**config.mk**
```make
export PLATFORM = sky130hd
export DESIGN_NAME = uc_counter
export DESIGN_NICKNAME = d
export VERILOG_FILES = /design/src/rtl/uc_pkg.sv /design/src/rtl/uc_toggle_chain.sv /design/src/rtl/uc_next_sel.sv /design/src/rtl/uc_state_reg.sv /design/src/rtl/uc_counter.sv
export SDC_FILE = /design/constraint.sdc
export NUM_CORES = 1
export LEC_CHECK = 0
export BUFFER_PORTS_ARGS = -buffer_cell sky130_fd_sc_hd__buf_2
export CORE_AREA = 2 2 39 41
export CTS_CLUSTER_SIZE = 25
export DETAILED_ROUTE_END_ITERATION = 10
export DIE_AREA = 0 0 41 43
export MAX_ROUTING_LAYER = met4
export PLACE_DENSITY = 0.48
export REMOVE_ABC_BUFFERS = 1
export SETUP_SLACK_MARGIN = 0.2
export SLEW_MARGIN = 20
export SYNTH_ARGS = -nofsm -noshare
export SYNTH_HDL_FRONTEND = slang
export SYNTH_SLANG_ARGS = --single-unit
```
**constraint.sdc**
```tcl
create_clock -name clk -period 1.4 [get_ports clk]
set_input_delay 0.35 -clock clk [delete_from_list [all_inputs] [get_ports clk]]
set_output_delay 0.35 -clock clk [all_outputs]
set_load 0.05 [all_outputs]
```
**src/rtl/uc_pkg.sv**
```systemverilog
package uc_pkg;
  typedef enum logic [1:0] {
    UC_HOLD = 2'b00,
    UC_UP   = 2'b01,
    UC_DOWN = 2'b10,
    UC_LOAD = 2'b11
  } uc_mode_e;
endpackage

```
**src/rtl/uc_toggle_chain.sv**
```systemverilog
module uc_toggle_chain #(
  parameter int WIDTH = 4
) (
  input  logic [WIDTH-1:0] q,
  output logic [WIDTH:0]   ones_below,
  output logic [WIDTH:0]   zeros_below
);
  assign ones_below[0]  = 1'b1;
  assign zeros_below[0] = 1'b1;
  for (genvar i = 0; i < WIDTH; i++) begin : g_chain
    assign ones_below[i+1]  = ones_below[i]  &  q[i];
    assign zeros_below[i+1] = zeros_below[i] & ~q[i];
  end
endmodule

```
**src/rtl/uc_next_sel.sv**
```systemverilog
module uc_next_sel
  import uc_pkg::*;
#(
  parameter int WIDTH = 4
) (
  input  uc_mode_e         mode,
  input  logic [WIDTH-1:0] q,
  input  logic [WIDTH-1:0] up_tgl,
  input  logic [WIDTH-1:0] dn_tgl,
  input  logic [WIDTH-1:0] load_val,
  output logic [WIDTH-1:0] q_next
);
  always_comb begin
    unique case (mode)
      UC_HOLD: q_next = q;
      UC_UP:   q_next = q ^ up_tgl;
      UC_DOWN: q_next = q ^ dn_tgl;
      UC_LOAD: q_next = load_val;
      default: q_next = q;
    endcase
  end
endmodule

```
**src/rtl/uc_state_reg.sv**
```systemverilog
module uc_state_reg #(
  parameter int WIDTH = 4
) (
  input  logic             clk,
  input  logic             clr_n,
  input  logic [WIDTH-1:0] d,
  output logic [WIDTH-1:0] q
);
  always_ff @(posedge clk) begin
    if (!clr_n) q <= '0;
    else        q <= d;
  end
endmodule

```
**src/rtl/uc_counter.sv**
```systemverilog
module uc_counter
  import uc_pkg::*;
#(
  parameter int WIDTH = 4
) (
  input  logic             clk,
  input  logic             clr_n,
  input  logic [1:0]       mode,
  input  logic [WIDTH-1:0] load_val,
  output logic [WIDTH-1:0] count,
  output logic             term
);
  localparam int CHAIN = WIDTH + 1;

  uc_mode_e         mode_e;
  logic [CHAIN-1:0] ones_below;
  logic [CHAIN-1:0] zeros_below;
  logic [WIDTH-1:0] q_next;

  assign mode_e = uc_mode_e'(mode);

  uc_toggle_chain #(.WIDTH(WIDTH)) u_chain (
    .q           (count),
    .ones_below  (ones_below),
    .zeros_below (zeros_below)
  );

  uc_next_sel #(.WIDTH(WIDTH)) u_sel (
    .mode     (mode_e),
    .q        (count),
    .up_tgl   (ones_below[WIDTH-1:0]),
    .dn_tgl   (zeros_below[WIDTH-1:0]),
    .load_val (load_val),
    .q_next   (q_next)
  );

  uc_state_reg #(.WIDTH(WIDTH)) u_reg (
    .clk   (clk),
    .clr_n (clr_n),
    .d     (q_next),
    .q     (count)
  );

  assign term = ((mode_e == UC_UP)   && ones_below[WIDTH]) ||
                ((mode_e == UC_DOWN) && zeros_below[WIDTH]);
endmodule

```
Word-level counts from Yosys, hierarchy flattened

Cells that the tools add are included.
Widths: inputs -> output; s select.

Output and inout bits: 5
Input port bits: 8
Bits in registers: 4
Word-level logic and storage cells: 21

Reductions and logical operators: 4
Equality and inequality tests: 3
Mux-type cells: 1
Bitwise logic cells: 12

Operator list:

| operator           | count |
|---|---|
| $pmux 4 s3         | 1 |
| $xor 4x4->4        | 2 |
| $and 1x1->1        | 6 |
| $eq 2x2->1 const B | 2 |
| $not 1->1          | 4 |
| $eq 2x1->1 const B | 1 |
| $logic_and 1x1->1  | 2 |
| $logic_not 2->1    | 1 |
| $logic_or 1x1->1   | 1 |

Logic depth before layout (Yosys ltp)

Gate-level depths: netlist of run 1.

Depth in word-level cells: 6
Gate-level depth with buffers: 5
Mapped depth without buffers: 4

Modules after synthesis

A second synthesis of run 1 with hierarchy kept.

Cells, all modules: 52
Area total of the unflattened synthesis: 416.6 um2

Modules (own cells, without submodules):

| module          | area an instance (um2) | instances | cells each | sequential area each (um2) |
|---|---|---|---|---|
| uc_next_sel     | 216.5                  | 1         | 30         | 0.0 |
| uc_state_reg    | 105.1                  | 1         | 8          | 80.1 |
| uc_toggle_chain | 75.1                   | 1         | 11         | 0.0 |
| uc_counter      | 20.0                   | 1         | 3          | 0.0 |

Worst setup path after synthesis of run 1

No wires, ideal clock.

Path type: register to output
Start: register u_reg.q[0]
End: output term
Data required time: 1.050 ns
Stages on the path, launching flop included: 4
Setup slack: -0.753 ns
Arrival time: 1.803 ns
Path buffers: 1
Path through: dfxtp_1 -> buf_6 -> nand4_1 -> o22ai_1

Longest elaborated chain between the ends: 6
Elaborated cells on any way between the ends: 10
Classes of those cells: bitwise: 7; reduce/logical: 3

RTL lines:

| what                     | RTL line              | RTL |
|---|---|---|
| from (decl)              | uc_state_reg.sv:7     | `output logic [WIDTH-1:0] q` |
| from (signal assigned)   | uc_state_reg.sv:10    | `if (!clr_n) q <= '0;` |
| from (signal assigned)   | uc_state_reg.sv:11    | `else q <= d;` |
| $not 1->1                | uc_toggle_chain.sv:12 | `assign zeros_below[i+1] = zeros_below[i] & ~q[i];` |
| $and 1x1->1 (3 in a row) | uc_toggle_chain.sv:12 |  |
| $logic_and 1x1->1        | uc_counter.sv:45      | `((mode_e == UC_DOWN) && zeros_below[WIDTH]);` |
| $logic_or 1x1->1 *       | uc_counter.sv:44      | `assign term = ((mode_e == UC_UP) && ones_below[WIDTH]) \|\|` |
| to (decl)                | uc_counter.sv:11      | `output logic term` |

Mark *: on every way between the ends. The rest lies on a longest branch, timed or not.

Final worst setup path of run 1

Same ends and word-level chain as after synthesis.

==> impl_metrics.ini, run 1 <==
[status]
outcome = complete, but fails checks
violations = setup timing

[sta]
period_share_pct = 112
period_minus_slack_ns = 1.57
hold_slack_ns = 0.358
setup_viol = 4
grt_setup_unrepaired = true
slew_viol_final = 0
worstMarginPinSlew_ns = 0.293
skew_ns = 0.00725
relSlewSlack_pct = 80.3
max_freq_mhz = 636
timing.final.ws_setup_ns = -0.173
hold_viol_final = 0

[cts]
path_clk_slew_ns = 0.04
clk_path_buf_depth = 2
clock-root-buffer = clkbuf_4
numCtsBuffers = 3
clock_sinks = 4
h-tree-depth = 1
ctsHoldBuffers = 0
clkLatencyLatePin_ns = 0.25
cts_tree = yes

[layout]
insertedDiodeCount = 0
areaGrowthSynthToFinish_pct = 91.9
largest-register = u_reg.q
final_cell_mix = buf_4 (15), buf_2 (7), buf_6 (7)
final_util_pct = 53.8
reg_top3 = u_reg.q (4)
drive_above_1_share_pct = 70.5
largest_reg_flops = 4
finalNetCount = 88
final_area_um2 = 744
mostFrequentLayoutCell = buf_4

[critical_path]
crit_path_start = u_reg.q[0]
ff2ff_setup_slack_ns = -0.07
r2r-start = u_reg.q[0]
cp_max_fo = 3
reg2regPathDepth = 7
r2r-end = u_reg.q[1]
worst_ep_arrival_time_ns = 1.22
endpoint = term
start_kind = flip-flop
path_class = flip-flop to output pin
setup.worst_path.end_class = output pin
critical_path_required_ns = 1.05

[route]
vias = 471
drt_iter0_markers = 7
postRouteAntennaNets = 0
drt_wl_total_um = 1260
drc = 0
first_pass_iters = 4
vias_per_cell = 5.01
routedWlPerCell_um = 13.4

[die]
die_y_um = 43
rows = 14
start_util_pct = 28.0
die_x_um = 41
die_area_mm2 = 0.00176
coreArea_mm2 = 0.00138
io-pin-count = 13

[global_routing]
use_met3_pct = 3.14
grt_overflow_total = 0
gr-usage-met1_pct = 19.1
antenna_found_initial = 0
grt_max_degree = 7
grt_use_total_pct = 16.3
grt_first_pass_wirelength_um = 1860
grt_pass1_vias = 437
use_met2_pct = 24.4
top_usage_layer = met2

[hold_path]
holdCritPathClass = input port to flip-flop

[placed_design]
placed_area_um2 = 528
dp_hpwl_um = 806
numPortBuffers = 12
place_congestion = 0.683

[yosys]
avgSynthCellArea_um2 = 8.25
synth_cells = 47
synth_warnings = 0
synth.area.top_cells = dfxtp_1 (21%), buf_6 (12%), nand2_1 (4.8%), nor2_1 (4.8%), nor3b_4 (4.8%)
ys_types = 27
synth_area_um2 = 388
ys_ff_latch = 4
synth-seq-area-share_pct = 20.6
yosys.area.top_type_share_pct = 20.6
synth_top_area_cell = dfxtp_1

[pwr]
p_leak_uw = 0.000321
power_density_mw_per_mm2 = 864
vdd_drop_max_mv = 0.360

[job]
drv_cap = 0
-- cell usage after synthesis --
master and number:
mux2i_1 1, nand2_2 1, nor3b_4 1, a221oi_1 1, mux2_4 1, a211o_1 1, or2b_2 1, a31oi_1 2
a41oi_1 1, nand4_1 1, and3_2 1, nor2_1 5, a21oi_1 2, inv_1 2, o221ai_1 1, a221oi_2 1
dfxtp_1 4, o21ai_0 3, o22ai_1 2, buf_6 4, xnor2_1 1, a211oi_1 1, or3b_1 1, nand2_1 5
xor2_1 1, nand2b_1 1, nand3_1 1
-- what timing repair did --
item,4_1_cts,5_1_grt
pin swaps,1,9
buffers inserted,4,2
setup endpoints to repair,9,9
hold endpoints to repair,0,0
gates resized for setup,24,18
-- cell type report --
class	instances	area, um2
Inverter	2	7.51
Tap cell	16	20.0
Multi-Input combinational cell	37	330
Sequential cell	4	92.6
Clock buffer	3	22.5
Fill cell	129	639
Timing Repair Buffer	32	272
-- worst min-delay path by stage --
stage                      startpoint          to  slack [ns]  cells after the start
final                           clr_n  u_reg.q[2]        0.36                      3
after global routing            clr_n  u_reg.q[2]        0.37                      3
after CTS                 load_val[0]  u_reg.q[0]        0.35                      3
after detailed placement   u_reg.q[3]  u_reg.q[3]        0.55                      2
after global placement     u_reg.q[3]  u_reg.q[3]        0.55                      2
after floorplan           load_val[1]  u_reg.q[1]        0.49                      2
-- layer usage --
| layer | vias up | share of wire [%] |
|---|---|---|
| li1 | 233 | - |
| met1 | 221 | 42 |
| met4 | 0 | 2.1 |
| met2 | 14 | 52 |
| met5 | - | 0 |
| met3 | 3 | 4.0 |
-- per-stage QoR --
step | worst slack, ns | TNS (ns) | total power, uW | std cells
after floorplan | -0.789 | -1.46 | 277 | 43
after global placement | -0.116 | -0.122 | 371 | 85
after detailed placement | -0.125 | -0.192 | 372 | 85
after CTS | -0.187 | -0.216 | 593 | 92
after global routing | -0.260 | -0.617 | 673 | 94
final | -0.173 | -0.390 | 643 | 94
-- where the power goes --
group | internal, uW | switching, uW | leakage, uW | total, uW
Sequential | 128 | 19.5 | 0.0000353 | 148
Combinational | 173 | 164 | 0.000272 | 337
Clock | 96.8 | 61.4 | 0.0000138 | 158
Total | 398 | 245 | 0.000321 | 643
-- cells by family after synthesis --
group	count (synthesis)	synth area share, %
AND/OR/NAND/NOR	18	27.1
AO/OA/AOI/OAI	15	27.7
buffers and inverters	6	13.5
flip-flops	4	20.6
XOR/XNOR	2	4.52
multiplexers	2	6.45
-- worst max-delay path, cell delays in order, from the launching register on --
cell and delay [ns]:
dfxtp_4 0.35, nor3b_4 0.21, nand2_2 0.08, o22ai_2 0.16
buf_6 0.18
Note: power is estimated with default switching activity, not from simulation.
==> inputs of run 2 (changes only) <==
--- a/config.mk
+++ b/config.mk
@@ -5,7 +5,7 @@
 export SDC_FILE = /design/constraint.sdc
 export NUM_CORES = 1
 export LEC_CHECK = 0
-export BUFFER_PORTS_ARGS = -buffer_cell sky130_fd_sc_hd__buf_2
+export BUFFER_PORTS_ARGS = -buffer_cell sky130_fd_sc_hd__clkbuf_2
 export CORE_AREA = 2 2 39 41
 export CTS_CLUSTER_SIZE = 25
 export DETAILED_ROUTE_END_ITERATION = 10
@@ -18,3 +18,4 @@
 export SYNTH_ARGS = -nofsm -noshare
 export SYNTH_HDL_FRONTEND = slang
 export SYNTH_SLANG_ARGS = --single-unit
+export TNS_END_PERCENT = 50
==> impl_metrics.ini, run 2 (same netlist as run 1, synthesis figures left out) <==
[die]
start_util_pct = 28.0
die_y_um = 43
io-pin-count = 13
coreArea_mm2 = 0.00138
die_x_um = 41
rows = 14
die_area_mm2 = 0.00176

[critical_path]
slowest_stage = dfxtp_4
start_kind = flip-flop
ff2ff_setup_slack_ns = -0.03
critical_path_required_ns = 1.05
path_buf_inv = 1
worst_ep_arrival_time_ns = 1.22
cp_cell_sequence = nor3b_4, nand2_2, o22ai_4, buf_8
crit_family = flip-flops
critPathMaxStageDelay_ns = 0.35
setup.worst_path.end_class = output pin
path_class = flip-flop to output pin
cp_max_fo = 4

[job]
drv_cap = 0

[layout]
areaGrowthSynthToFinish_pct = 84.8
mostFrequentLayoutCell = buf_4
final_util_pct = 51.8
insertedDiodeCount = 0
reg_top3 = u_reg.q (4)
largest-register = u_reg.q
final_cell_mix = buf_4 (17), clkbuf_2 (7), nand2_1 (5)
fillCellCount = 139
drive_above_1_share_pct = 64.9
largest_reg_flops = 4
finalNetCount = 87

[global_routing]
grt_first_pass_wirelength_um = 2190
grt_pass1_vias = 474
antenna_found_initial = 0
grt_use_total_pct = 19.1
grt_overflow_total = 0
grt_max_degree = 9

[status]
violations = setup timing
outcome = complete, but fails checks

[sta]
relSlewSlack_pct = 84.7
skew_ns = 0.00337
slew_viol_final = 0
timing.final.ws_setup_ns = -0.165
worstMarginPinSlew_ns = 0.223
period_share_pct = 112
hold_viol_final = 0
max_freq_mhz = 639
setup_viol = 2
period_minus_slack_ns = 1.57
grt_setup_unrepaired = true

[cts]
h-tree-depth = 1
clock_sinks = 4
ctsHoldBuffers = 0
clock-root-buffer = clkbuf_4
numCtsBuffers = 3
clk_path_buf_depth = 2
path_clk_slew_ns = 0.04
cts_tree = yes
clkLatencyLatePin_ns = 0.24

[pwr]
vdd_drop_max_mv = 0.297
power_density_mw_per_mm2 = 870
p_leak_uw = 0.000314

[route]
vias = 473
vias_per_cell = 5.09
drc = 0
drt_iter0_markers = 3
drt_wl_total_um = 1310
postRouteAntennaNets = 0
first_pass_iters = 4
routedWlPerCell_um = 14.1

[placed_design]
place_congestion = 0.689
dp_slack_ns = -0.151
dp_hpwl_um = 819
numPortBuffers = 12

[hold_path]
holdCritPathClass = input port to flip-flop
==> run 2: cell types whose count changed in the layout (fill, tap and decap cells not counted), sizes merged <==
cell	delta
buf	-11
clkbuf	+10
==> run 2: worst min-delay path: stages <==
cell and delay [ns]:
clkbuf_2 0.09, o221ai_1 0.06, a211oi_1 0.05
==> run 2: worst paths after layout <==
| kind | start | end | cells past startpoint |
|---|---|---|---|
| worst max-delay path | u_reg.q[0] | term | 4 |
| worst min-delay path | clr_n | u_reg.q[2] | 3 |
| worst max register to register | u_reg.q[0] | u_reg.q[1] | 6 |
| worst min register to register | u_reg.q[3] | u_reg.q[3] | 2 |
==> run 2: metal layers <==
layer	GRT usage (%)	vias to the layer above	part of all wire, %
met5	-	-	0
met4	8.00	0	0
met3	3.66	0	3.7
met2	30.0	13	53
met1	22.8	226	43
li1	-	234	-
==> run 2: where the power goes <==
| group | internal [uW] | switching (uW) |
|---|---|---|
| combinational | 167 | 149 |
| sequential | 128 | 23.2 |
| clock | 96.8 | 60.0 |
| total | 392 | 232 |
==> run 2: area by class of cell <==
class | count | area [um2] | share of cell area [%]
tap | 16 | 20.0 | 2.79
timing repair buffer | 31 | 279 | 38.9
clock buffer | 3 | 22.5 | 3.14
inverter | 2 | 7.51 | 1.05
sequential | 4 | 92.6 | 12.9
multi-input combinational | 37 | 295 | 41.2
==> run 2: through the flow <==
| stage | power, uW | hold WS, ns | cell area (um2) | TNS [ns] | instances |
|---|---|---|---|---|---|
| 2_1_floorplan | 277 | 0.489 | 343 | -1.46 | 43 |
| 3_3_place_gp | 376 | 0.558 | 536 | -0.190 | 86 |
| 3_5_place_dp | 377 | 0.564 | 536 | -0.202 | 86 |
| 4_1_cts | 600 | 0.355 | 704 | -0.162 | 93 |
| 5_1_grt | 658 | 0.376 | 717 | -0.329 | 93 |
| 6_report | 624 | 0.351 | 717 | -0.192 | 93 |
==> run 2: timing repair <==
item	in CTS	in global routing
pin swaps	3	6
setup buffers	4	0
endpoints found under the setup margin	9	8
gates resized for setup	29	4
==> inputs of run 3 (changes only) <==
--- a/config.mk
+++ b/config.mk
@@ -6,10 +6,10 @@
 export NUM_CORES = 1
 export LEC_CHECK = 0
 export BUFFER_PORTS_ARGS = -buffer_cell sky130_fd_sc_hd__clkbuf_2
-export CORE_AREA = 2 2 39 41
+export CORE_AREA = 4 4 41 43
 export CTS_CLUSTER_SIZE = 25
 export DETAILED_ROUTE_END_ITERATION = 10
-export DIE_AREA = 0 0 41 43
+export DIE_AREA = 0 0 45 47
 export MAX_ROUTING_LAYER = met4
 export PLACE_DENSITY = 0.48
 export REMOVE_ABC_BUFFERS = 1
==> constraint.sdc (replaced) <==
create_clock -name clk -period 1.73 [get_ports clk]
set_input_delay 0.346 -clock clk [delete_from_list [all_inputs] [get_ports clk]]
set_output_delay 0.346 -clock clk [all_outputs]
set_load 0.05 [all_outputs]
==> impl_metrics.ini, run 3 (same netlist as run 1, synthesis figures left out) <==
[sta]
hold_viol_final = 0
setup_viol = 0
slew_viol_final = 0
period_minus_slack_ns = 1.56
hold_slack_ns = 0.358
worstMarginPinSlew_ns = 0.284
grt_setup_unrepaired = true
skew_ns = 0.00347
relSlewSlack_pct = 80.9
period_share_pct = 90.0
max_freq_mhz = 642

[cts]
ctsHoldBuffers = 0
path_clk_slew_ns = 0.04
clk_path_buf_depth = 2
clock-root-buffer = clkbuf_4
numCtsBuffers = 3
h-tree-depth = 1
clock_sinks = 4
cts_tree = yes
clkLatencyLatePin_ns = 0.23

[layout]
final_cell_mix = clkbuf_2 (11), buf_4 (8), nand2_1 (5)
mostFrequentLayoutCell = clkbuf_2
reg_top3 = u_reg.q (4)
largest-register = u_reg.q
areaGrowthSynthToFinish_pct = 36.5
finalNetCount = 76
drive_above_1_share_pct = 51.5
insertedDiodeCount = 0
largest_reg_flops = 4

[global_routing]
antenna_found_initial = 0
grt_pass1_vias = 359
grt_overflow_total = 0
grt_first_pass_wirelength_um = 1520
grt_max_degree = 12
grt_use_total_pct = 10.6

[placed_design]
dp_hpwl_um = 739
place_congestion = 0.810
numPortBuffers = 12

[critical_path]
slowest_stage = dfxtp_4
critPathMaxStageDelay_ns = 0.35
setup.worst_path.end_class = output pin
cp_cell_sequence = nor3b_4, nand2_2, o22ai_2, buf_8
critical_path_required_ns = 1.38
worst_ep_arrival_time_ns = 1.21
crit_path_start = u_reg.q[0]
path_class = flip-flop to output pin
cp_max_fo = 4
crit_family = flip-flops
start_kind = flip-flop
path_buf_inv = 1
r2r-start = u_reg.q[0]

[route]
routedWlPerCell_um = 12.2
vias_per_cell = 5.11
drt_wl_total_um = 989
postRouteAntennaNets = 0
first_pass_iters = 4
drc = 0
vias = 414
drt_iter0_markers = 7

[pwr]
pwr-share-clk_pct = 27.9
switching_power_uw = 152
total_power_uw = 407
p_leak_uw = 0.000235
comb_power_share_pct = 41.2
p_int_uw = 255
vdd_drop_max_mv = 0.518
swShare_pct = 37.5
p_seq_share_pct = 30.9
power_density_mw_per_mm2 = 769

[job]
drv_cap = 0

[status]
outcome = complete, no violations

[die]
die_x_um = 45
die_y_um = 47
io-pin-count = 13
start_util_pct = 29.8
die_area_mm2 = 0.00212
rows = 13
coreArea_mm2 = 0.00130

[hold_path]
hp-start = clr_n
holdCritPathClass = input port to flip-flop
run 3: cell count changes in the layout (fill, tap and decap cells not counted), moves of 2 or more:
cell / change
clkbuf_2: +4
o21ai_1: -2
clkbuf_16: -2
buf_6: -2
o21ai_0: +2
buf_4: -9
dfxtp_4: -2
run 3: worst paths after layout:
path                     end  slack, ns  depth (start not counted)
setup / recovery        term       0.17                          4
hold reg to reg   u_reg.q[3]       0.56                          2
setup reg to reg  u_reg.q[1]       0.34                          5
hold / removal    u_reg.q[2]       0.36                          3
run 3: what timing repair did:
item	in CTS	in global routing
setup buffers	4	1
pin swaps	2	1
endpoints found under the setup margin	2	1
gates resized for setup	8	1
run 3: layer usage:
layer | GRT usage, % | up-vias | share of wire (%)
li1 | - | 210 | -
met5 | - | - | 0
met3 | 5.75 | 0 | 7.2
met4 | 1.75 | 0 | 0
met2 | 17.2 | 12 | 51
met1 | 11.6 | 192 | 42
run 3: area by class of cell:
cell class | count | area, um2
Timing Repair Buffer | 20 | 130
Clock buffer | 3 | 22.5
Sequential cell | 4 | 86.3
Tap cell | 15 | 18.8
Inverter | 2 | 7.51
Fill cell | 154 | 772
Multi-Input combinational cell | 37 | 264
run 3: stage by stage:
stage | cell area (um2) | util (%) | setup slack, ns | setup TNS (ns) | instances
6_report | 529 | 40.7 | 0.172 | 0 | 81
3_5_place_dp | 444 | 34.1 | 0.125 | 0 | 73
5_1_grt | 529 | 40.7 | 0.115 | 0 | 81
2_1_floorplan | 343 | - | -0.455 | -0.455 | 43
3_3_place_gp | 444 | 34.1 | 0.139 | 0 | 73
4_1_cts | 520 | 40.0 | 0.172 | 0 | 80
run 3: power groups by stage:
stage | clock network (uW) | logic [uW] | registers (uW)
CTS | 120 | 164 | 125
detailed placement | 0 | 144 | 126
finish | 114 | 168 | 126
global route | 124 | 180 | 127
floorplan | 0 | 68.4 | 156
global placement | 0 | 144 | 128
run 3: worst reg2reg max path: cells and delay by family (launching register included):
family / cells / cell delay (ns)
buffers and inverters: 1 / 0.14
AND/OR/NAND/NOR: 1 / 0.05
AO/OA/AOI/OAI: 1 / 0.21
flip-flops: 1 / 0.36
XOR/XNOR: 1 / 0.19
multiplexers: 1 / 0.32
